==> src/rtl/pinmux_pkg.sv <==
package pinmux_pkg;

   // Field group selected by the two upper address bits.
   typedef enum logic [1:0] {
      GRP_IN_LVL  = 2'd0,
      GRP_IN_EN   = 2'd1,
      GRP_OUT_EN  = 2'd2,
      GRP_OUT_LVL = 2'd3
   } grp_e;

   // Bank index from the low address bits: the top address holds the lowest pins.
   function automatic int bank_from_low(input int low, input int num_banks);
      return num_banks - 1 - low;
   endfunction

endpackage

==> src/rtl/pinmux_sync.sv <==
module pinmux_sync #(
   parameter int WIDTH  = 32,
   parameter int STAGES = 2
) (
   input  logic             clk,
   input  logic             rst_n,
   input  logic [WIDTH-1:0] d,
   output logic [WIDTH-1:0] q
);
   generate
      if (STAGES < 2) begin : g_bad
         $fatal(1, "pinmux_sync needs at least two stages");
      end
   endgenerate

   logic [WIDTH-1:0] chain [STAGES];

   always_ff @(posedge clk) begin
      if (!rst_n) begin
         for (int s = 0; s < STAGES; s++) chain[s] <= '0;
      end else begin
         chain[0] <= d;
         for (int s = 1; s < STAGES; s++) chain[s] <= chain[s-1];
      end
   end

   assign q = chain[STAGES-1];
endmodule

==> src/rtl/pinmux_field.sv <==
module pinmux_field
   import pinmux_pkg::*;
#(
   parameter int   NUM_PINS  = 32,
   parameter int   BANK_W    = 8,
   parameter int   NUM_BANKS = 4,
   parameter int   LOW_W     = 2,
   parameter grp_e GRP       = GRP_IN_EN
) (
   input  logic                clk,
   input  logic                rst_n,
   input  logic                wr,
   input  logic [1:0]          grp_sel,
   input  logic [LOW_W-1:0]    low_sel,
   input  logic [BANK_W-1:0]   wdata,
   output logic [NUM_PINS-1:0] q
);
   logic grp_hit;
   assign grp_hit = wr && (grp_e'(grp_sel) == GRP);

   generate
      for (genvar b = 0; b < NUM_BANKS; b++) begin : g_bank
         localparam logic [LOW_W-1:0] LOW_CODE = LOW_W'(bank_from_low(b, NUM_BANKS));
         always_ff @(posedge clk) begin
            if (!rst_n)
               q[b*BANK_W +: BANK_W] <= '0;
            else if (grp_hit && low_sel == LOW_CODE)
               q[b*BANK_W +: BANK_W] <= wdata;
         end
      end
   endgenerate
endmodule

==> src/rtl/pinmux_dir.sv <==
module pinmux_dir #(
   parameter int NUM_PINS = 32,
   parameter bit GATE_OUT = 1'b1
) (
   input  logic [NUM_PINS-1:0] in_en,
   input  logic [NUM_PINS-1:0] out_en,
   input  logic [NUM_PINS-1:0] out_lvl,
   output logic [NUM_PINS-1:0] pad_oe,
   output logic [NUM_PINS-1:0] pad_out,
   output logic [NUM_PINS-1:0] is_gpio
);
   generate
      for (genvar p = 0; p < NUM_PINS; p++) begin : g_pin
         // Output enable wins over input enable.
         assign pad_oe[p]  = out_en[p];
         assign is_gpio[p] = in_en[p] | out_en[p];
         if (GATE_OUT) begin : g_gate
            assign pad_out[p] = out_en[p] & out_lvl[p];
         end else begin : g_raw
            assign pad_out[p] = out_lvl[p];
         end
      end
   endgenerate
endmodule

==> src/rtl/pinmux_regbank.sv <==
module pinmux_regbank
   import pinmux_pkg::*;
#(
   parameter int NUM_PINS    = 32,
   parameter int BANK_W      = 8,
   parameter int ADDR_W      = 4,
   parameter int SYNC_STAGES = 2,
   parameter bit GATE_OUT    = 1'b1
) (
   input  logic                clk,
   input  logic                rst_n,
   input  logic [ADDR_W-1:0]   reg_addr,
   input  logic                reg_wr,
   input  logic [BANK_W-1:0]   reg_wdata,
   output logic [BANK_W-1:0]   reg_rdata,
   input  logic [NUM_PINS-1:0] pad_in,
   output logic [NUM_PINS-1:0] pad_oe,
   output logic [NUM_PINS-1:0] pad_out,
   output logic [NUM_PINS-1:0] pin_is_gpio
);
   localparam int LOW_W     = ADDR_W - 2;
   localparam int NUM_BANKS = 1 << LOW_W;

   generate
      if (ADDR_W < 3) begin : g_chk_addr
         $fatal(1, "ADDR_W too small for four field groups");
      end
      if (NUM_PINS != NUM_BANKS * BANK_W) begin : g_chk_pins
         $fatal(1, "NUM_PINS must equal banks times bank width");
      end
   endgenerate

   logic [1:0]          grp_sel;
   logic [LOW_W-1:0]    low_sel;
   logic [LOW_W-1:0]    bank_idx;
   logic [NUM_PINS-1:0] in_lvl, in_en, out_en, out_lvl;
   logic [NUM_PINS-1:0] rd_vec;

   assign grp_sel  = reg_addr[ADDR_W-1 -: 2];
   assign low_sel  = reg_addr[LOW_W-1:0];
   assign bank_idx = ~low_sel;

   pinmux_sync #(.WIDTH(NUM_PINS), .STAGES(SYNC_STAGES)) u_sync (
      .clk(clk), .rst_n(rst_n), .d(pad_in), .q(in_lvl)
   );

   pinmux_field #(.NUM_PINS(NUM_PINS), .BANK_W(BANK_W), .NUM_BANKS(NUM_BANKS),
                  .LOW_W(LOW_W), .GRP(GRP_IN_EN)) u_in_en (
      .clk(clk), .rst_n(rst_n), .wr(reg_wr), .grp_sel(grp_sel),
      .low_sel(low_sel), .wdata(reg_wdata), .q(in_en)
   );

   pinmux_field #(.NUM_PINS(NUM_PINS), .BANK_W(BANK_W), .NUM_BANKS(NUM_BANKS),
                  .LOW_W(LOW_W), .GRP(GRP_OUT_EN)) u_out_en (
      .clk(clk), .rst_n(rst_n), .wr(reg_wr), .grp_sel(grp_sel),
      .low_sel(low_sel), .wdata(reg_wdata), .q(out_en)
   );

   pinmux_field #(.NUM_PINS(NUM_PINS), .BANK_W(BANK_W), .NUM_BANKS(NUM_BANKS),
                  .LOW_W(LOW_W), .GRP(GRP_OUT_LVL)) u_out_lvl (
      .clk(clk), .rst_n(rst_n), .wr(reg_wr), .grp_sel(grp_sel),
      .low_sel(low_sel), .wdata(reg_wdata), .q(out_lvl)
   );

   pinmux_dir #(.NUM_PINS(NUM_PINS), .GATE_OUT(GATE_OUT)) u_dir (
      .in_en(in_en), .out_en(out_en), .out_lvl(out_lvl),
      .pad_oe(pad_oe), .pad_out(pad_out), .is_gpio(pin_is_gpio)
   );

   always_comb begin
      unique case (grp_e'(grp_sel))
         GRP_IN_LVL:  rd_vec = in_lvl;
         GRP_IN_EN:   rd_vec = in_en;
         GRP_OUT_EN:  rd_vec = out_en;
         default:     rd_vec = out_lvl;
      endcase
      reg_rdata = rd_vec[int'(bank_idx)*BANK_W +: BANK_W];
   end
endmodule

==> config.mk <==
export PLATFORM = sky130hd
export DESIGN_NAME = pinmux_regbank
export DESIGN_NICKNAME = d
export VERILOG_FILES = /design/src/rtl/pinmux_pkg.sv /design/src/rtl/pinmux_sync.sv /design/src/rtl/pinmux_field.sv /design/src/rtl/pinmux_dir.sv /design/src/rtl/pinmux_regbank.sv
export SDC_FILE = /design/constraint.sdc
export NUM_CORES = 1
export LEC_CHECK = 0
export CAP_MARGIN = 20
export CORE_ASPECT_RATIO = 1.5
export CORE_UTILIZATION = 45
export CTS_CLUSTER_SIZE = 25
export DETAILED_ROUTE_END_ITERATION = 8
export GPL_TIMING_DRIVEN = 0
export PLACE_DENSITY = 0.81
export SLEW_MARGIN = 20
export SYNTH_ARGS = -nofsm -noshare
export SYNTH_HDL_FRONTEND = slang
export SYNTH_HIERARCHICAL = 1
export SYNTH_SLANG_ARGS = --single-unit
==> constraint.sdc <==
create_clock -name clk -period 2.6 [get_ports clk]
set_input_delay 0.78 -clock clk [delete_from_list [all_inputs] [get_ports clk]]
set_output_delay 0.78 -clock clk [all_outputs]
set_load 0.05 [all_outputs]
==> results of run 1 <==
[report_power, final]
| part | switching [W] | internal (W) | total [W] |
|---|---|---|---|
| logic | 0.000364 | 0.000325 | 0.000689 |
| clock network | 0.00108 | 0.00168 | 0.00276 |
| registers | 0.0000327 | 0.00252 | 0.00255 |
| total | 0.00148 | 0.00452 | 0.00599 |
[cell families (layout without fill, tap and decap cells)]
group | count (synthesis) | after routing
compound gates | 26 | 26
mux | 132 | 132
buf+inv | 102 | 295
simple gates | 282 | 282
flops | 160 | 160
[sequential cells by signal, summed over array words and instances, names as in the netlist]
| name | count |
|---|---|
| u_sync/chain | 64 |
| u_in_en/q | 32 |
| u_out_en/q | 32 |
| u_out_lvl/q | 32 |
[layout by cell type (no fill, tap or decap), types with 6 or more instances in the layout]
master / count
buf_1: 6
mux4_2: 24
clkdlybuf4s50_1: 93
or2_1: 35
dlygate4sd2_1: 8
mux2_2: 10
clkbuf_16: 17
mux2i_1: 96
nand2_1: 120
clkbuf_2: 6
dlymetal6s2s_1: 38
buf_6: 12
dfxtp_1: 160
nor2b_1: 8
a211oi_2: 7
clkbuf_1: 6
buf_12: 8
buf_4: 73
and2_2: 98
[worst paths after layout]
kind / to / startpoint / depth (start not counted) / slack [ps]
max: reg_rdata[0] / reg_addr[2] / 7 / -420
min: u_sync/chain[0][58]$_SDFF_PN0_ / u_sync/chain[0][26]$_SDFF_PN0_ / 1 / 440
max reg2reg: u_out_en/q[28]$_SDFFE_PN0P_ / u_out_en/q[28]$_SDFFE_PN0P_ / 2 / 1830
min reg2reg: u_sync/chain[0][58]$_SDFF_PN0_ / u_sync/chain[0][26]$_SDFF_PN0_ / 1 / 440
[area by class of cell]
class,instances,area share
plain buffers,99,0.0766
repair buffers,161,0.173
inverters,3,0.00109
flip-flops and latches,160,0.310
clock inverters,14,0.0211
multi-input cells,440,0.350
clock buffers,18,0.0426
well taps,203,0.0246
[per-layer routing]
metal | wire (um) | vias to the layer above | global-route usage
li1 | - | 2666 | -
met1 | 7710 | 2778 | 0.293
met2 | 10700 | 364 | 0.450
met3 | 1780 | 97 | 0.0468
met4 | 1390 | 0 | 0.173
met5 | 0 | - | 0
[worst max-delay path: cells and delay by family]
family / cells / cell delay [ps]
compound gates: 2 / 370
buf+inv: 4 / 530
mux: 1 / 540
[Yosys cell counts (3+ instances only)]
cell / n
a211oi_1: 8
a21oi_1: 4
a221o_1: 4
and2_2: 98
buf_1: 6
buf_2: 4
buf_4: 66
buf_6: 9
clkbuf_1: 8
clkbuf_2: 6
dfxtp_1: 160
inv_1: 3
mux2_2: 10
mux2i_1: 97
mux4_2: 23
nand2_1: 121
nor2_2: 3
nor2b_1: 9
nor3b_1: 4
o21bai_1: 3
o22ai_1: 7
or2_1: 35
[stage by stage]
stage               cells  area, um^2  worst slack (ps)  utilization  hold WS [ps]
floorplan             702        7480              -162            -           420
global placement     1055        9230             -1990        0.583           427
detailed placement   1055        9230             -1990        0.583           432
CTS                  1098       10200              -423        0.644           443
global route         1098       10300              -434        0.652           454
finish               1098       10300              -416        0.652           441
[repair_timing]
action                                  4_1_cts  5_1_grt
pin swaps                                     5        7
endpoints found under the setup margin       15       46
cloned                                        4        0
buffers inserted                              7        0
gates resized for setup                     127       42
==> impl_metrics.py, run 1 <==
metrics = {
    "drt": {
        "drt_iter0_drc": 380,
        "drt_wl_total_mm": 21.6,
        "first_pass_iters": 5,
        "viasPerCell": 5.38,
        "dr_total_vias": 5905,
        "route.detailed.drc": 0,
        "drtAntennaViolNets": 0,
        "wl_per_cell_um": 19.7,
    },
    "global_routing": {
        "grt_max_degree": 23,
        "grt_pass1_vias": 5810,
        "grt.total_usage": 0.263,
        "grt_overflow_total": 0,
        "antenna_found_initial": 0,
        "grt_pass1_wl_mm": 32.8,
    },
    "synth": {
        "synthMuxAreaShare": 0.224,
        "ys_seq_elements": 160,
        "synth_top_cell_by_area": "dfxtp_1",
        "synth-edff-count": 0,
        "synth_fp_nets": 749,
        "syn_area_um2": 7370,
        "synth_xor_area_frac": 0,
        "synthSimpleGateAreaFrac": 0.219,
        "synthCells": 702,
        "synthTopCellsByArea": "dfxtp_1 43%, mux2i_1 13%, and2_2 10%, mux4_2 7.0%, buf_4 6.7%",
        "synth_top_family_by_area": "multiplexers",
        "synth_top_area_frac": 0.435,
        "yosys_warnings": 6,
        "synth_cell_types": 32,
        "synthFlopType": "dfxtp_1",
        "ys_async_sr_fraction": 0,
        "avgSynthCellArea_um2": 10.5,
        "synth_compound_area_frac": 0.0253,
        "seq_area_frac_synth": 0.435,
        "synthAdderAreaFrac": 0,
    },
    "sta": {
        "slew_headroom": 0.470,
        "drv_slew": 0,
        "final.min_clock_period_ps": 3020,
        "grt_setup_unrepaired": "yes",
        "hold_viol": 0,
        "setup_ws_ps": -416,
        "skew_ps": 5.38,
        "period_share": 1.16,
        "tightest_slew_ps": 795,
        "setup_violations": 8,
        "tns_ps": -3120,
        "max_freq_mhz": 332,
    },
    "floorplanning": {
        "coreArea_um2": 15800,
        "boundaryPins": 151,
        "die_x_um": 106,
        "dieArea_um2": 16900,
        "fp.dieH_um": 159,
        "initial_utilization": 0.465,
        "num_rows": 56,
    },
    "power_and_ir_drop": {
        "power_density_nw_per_um2": 581,
        "total_power_w": 0.00599,
        "ir_drop_uv": 424,
        "p_leak_nw": 5.14,
    },
    "clocking": {
        "ctsHoldBuffers": 0,
        "clockBufferDepth": 2,
        "root_buffer": "clkbuf_16",
        "clkSlewWorstSetupHoldPaths_ps": 70,
        "htreeDepth": 4,
        "cts_tree": "yes",
        "clk_latency_ps": 420,
        "cts.sinks": 160,
        "cts_made_buffers": 17,
    },
    "outcome": {
        "violations": "setup timing",
        "status": "finished with violations",
    },
    "cells_and_area": {
        "drive_gt1_frac": 0.347,
        "num-nets-final": 929,
        "multi_input_area_um2": 3610,
        "seq_area_um2": 3200,
        "n_fill_cell": 1197,
        "area_growth_pct": 40.0,
        "diodes": 0,
    },
    "worst_setup_path": {
        "path_max_fanout": 5,
        "required_ps": 1820,
        "arrival_ps": 2240,
        "startpoint_type": "input pin",
        "critical_path.endpoint_type": "output pin",
        "critPathKind": "in2out",
        "cp_common_cell": "buf_12",
        "cpPeakStageDelay_ps": 540,
        "slowest_stage": "mux4_2",
        "crit_path_cell_trace": "buf_12, buf_12, buf_12, mux4_2, a211oi_4, a21oi_4, buf_6",
    },
    "placement": {
        "routabilityCongestion": 0.915,
        "dp_hpwl_mm": 15.2,
        "port_buffers": 150,
    },
    "job": {
        "drv_cap": 0,
    },
    "min_path": {
        "min_path_type": "reg2reg",
    },
}
(Power assumes the default switching activity.)
==> inputs of run 2 (changes only) <==
- CTS_CLUSTER_SIZE: 25 -> 30
==> results of run 2 <==
No change in the layout: final DEF, timing and power equal those of run 1.
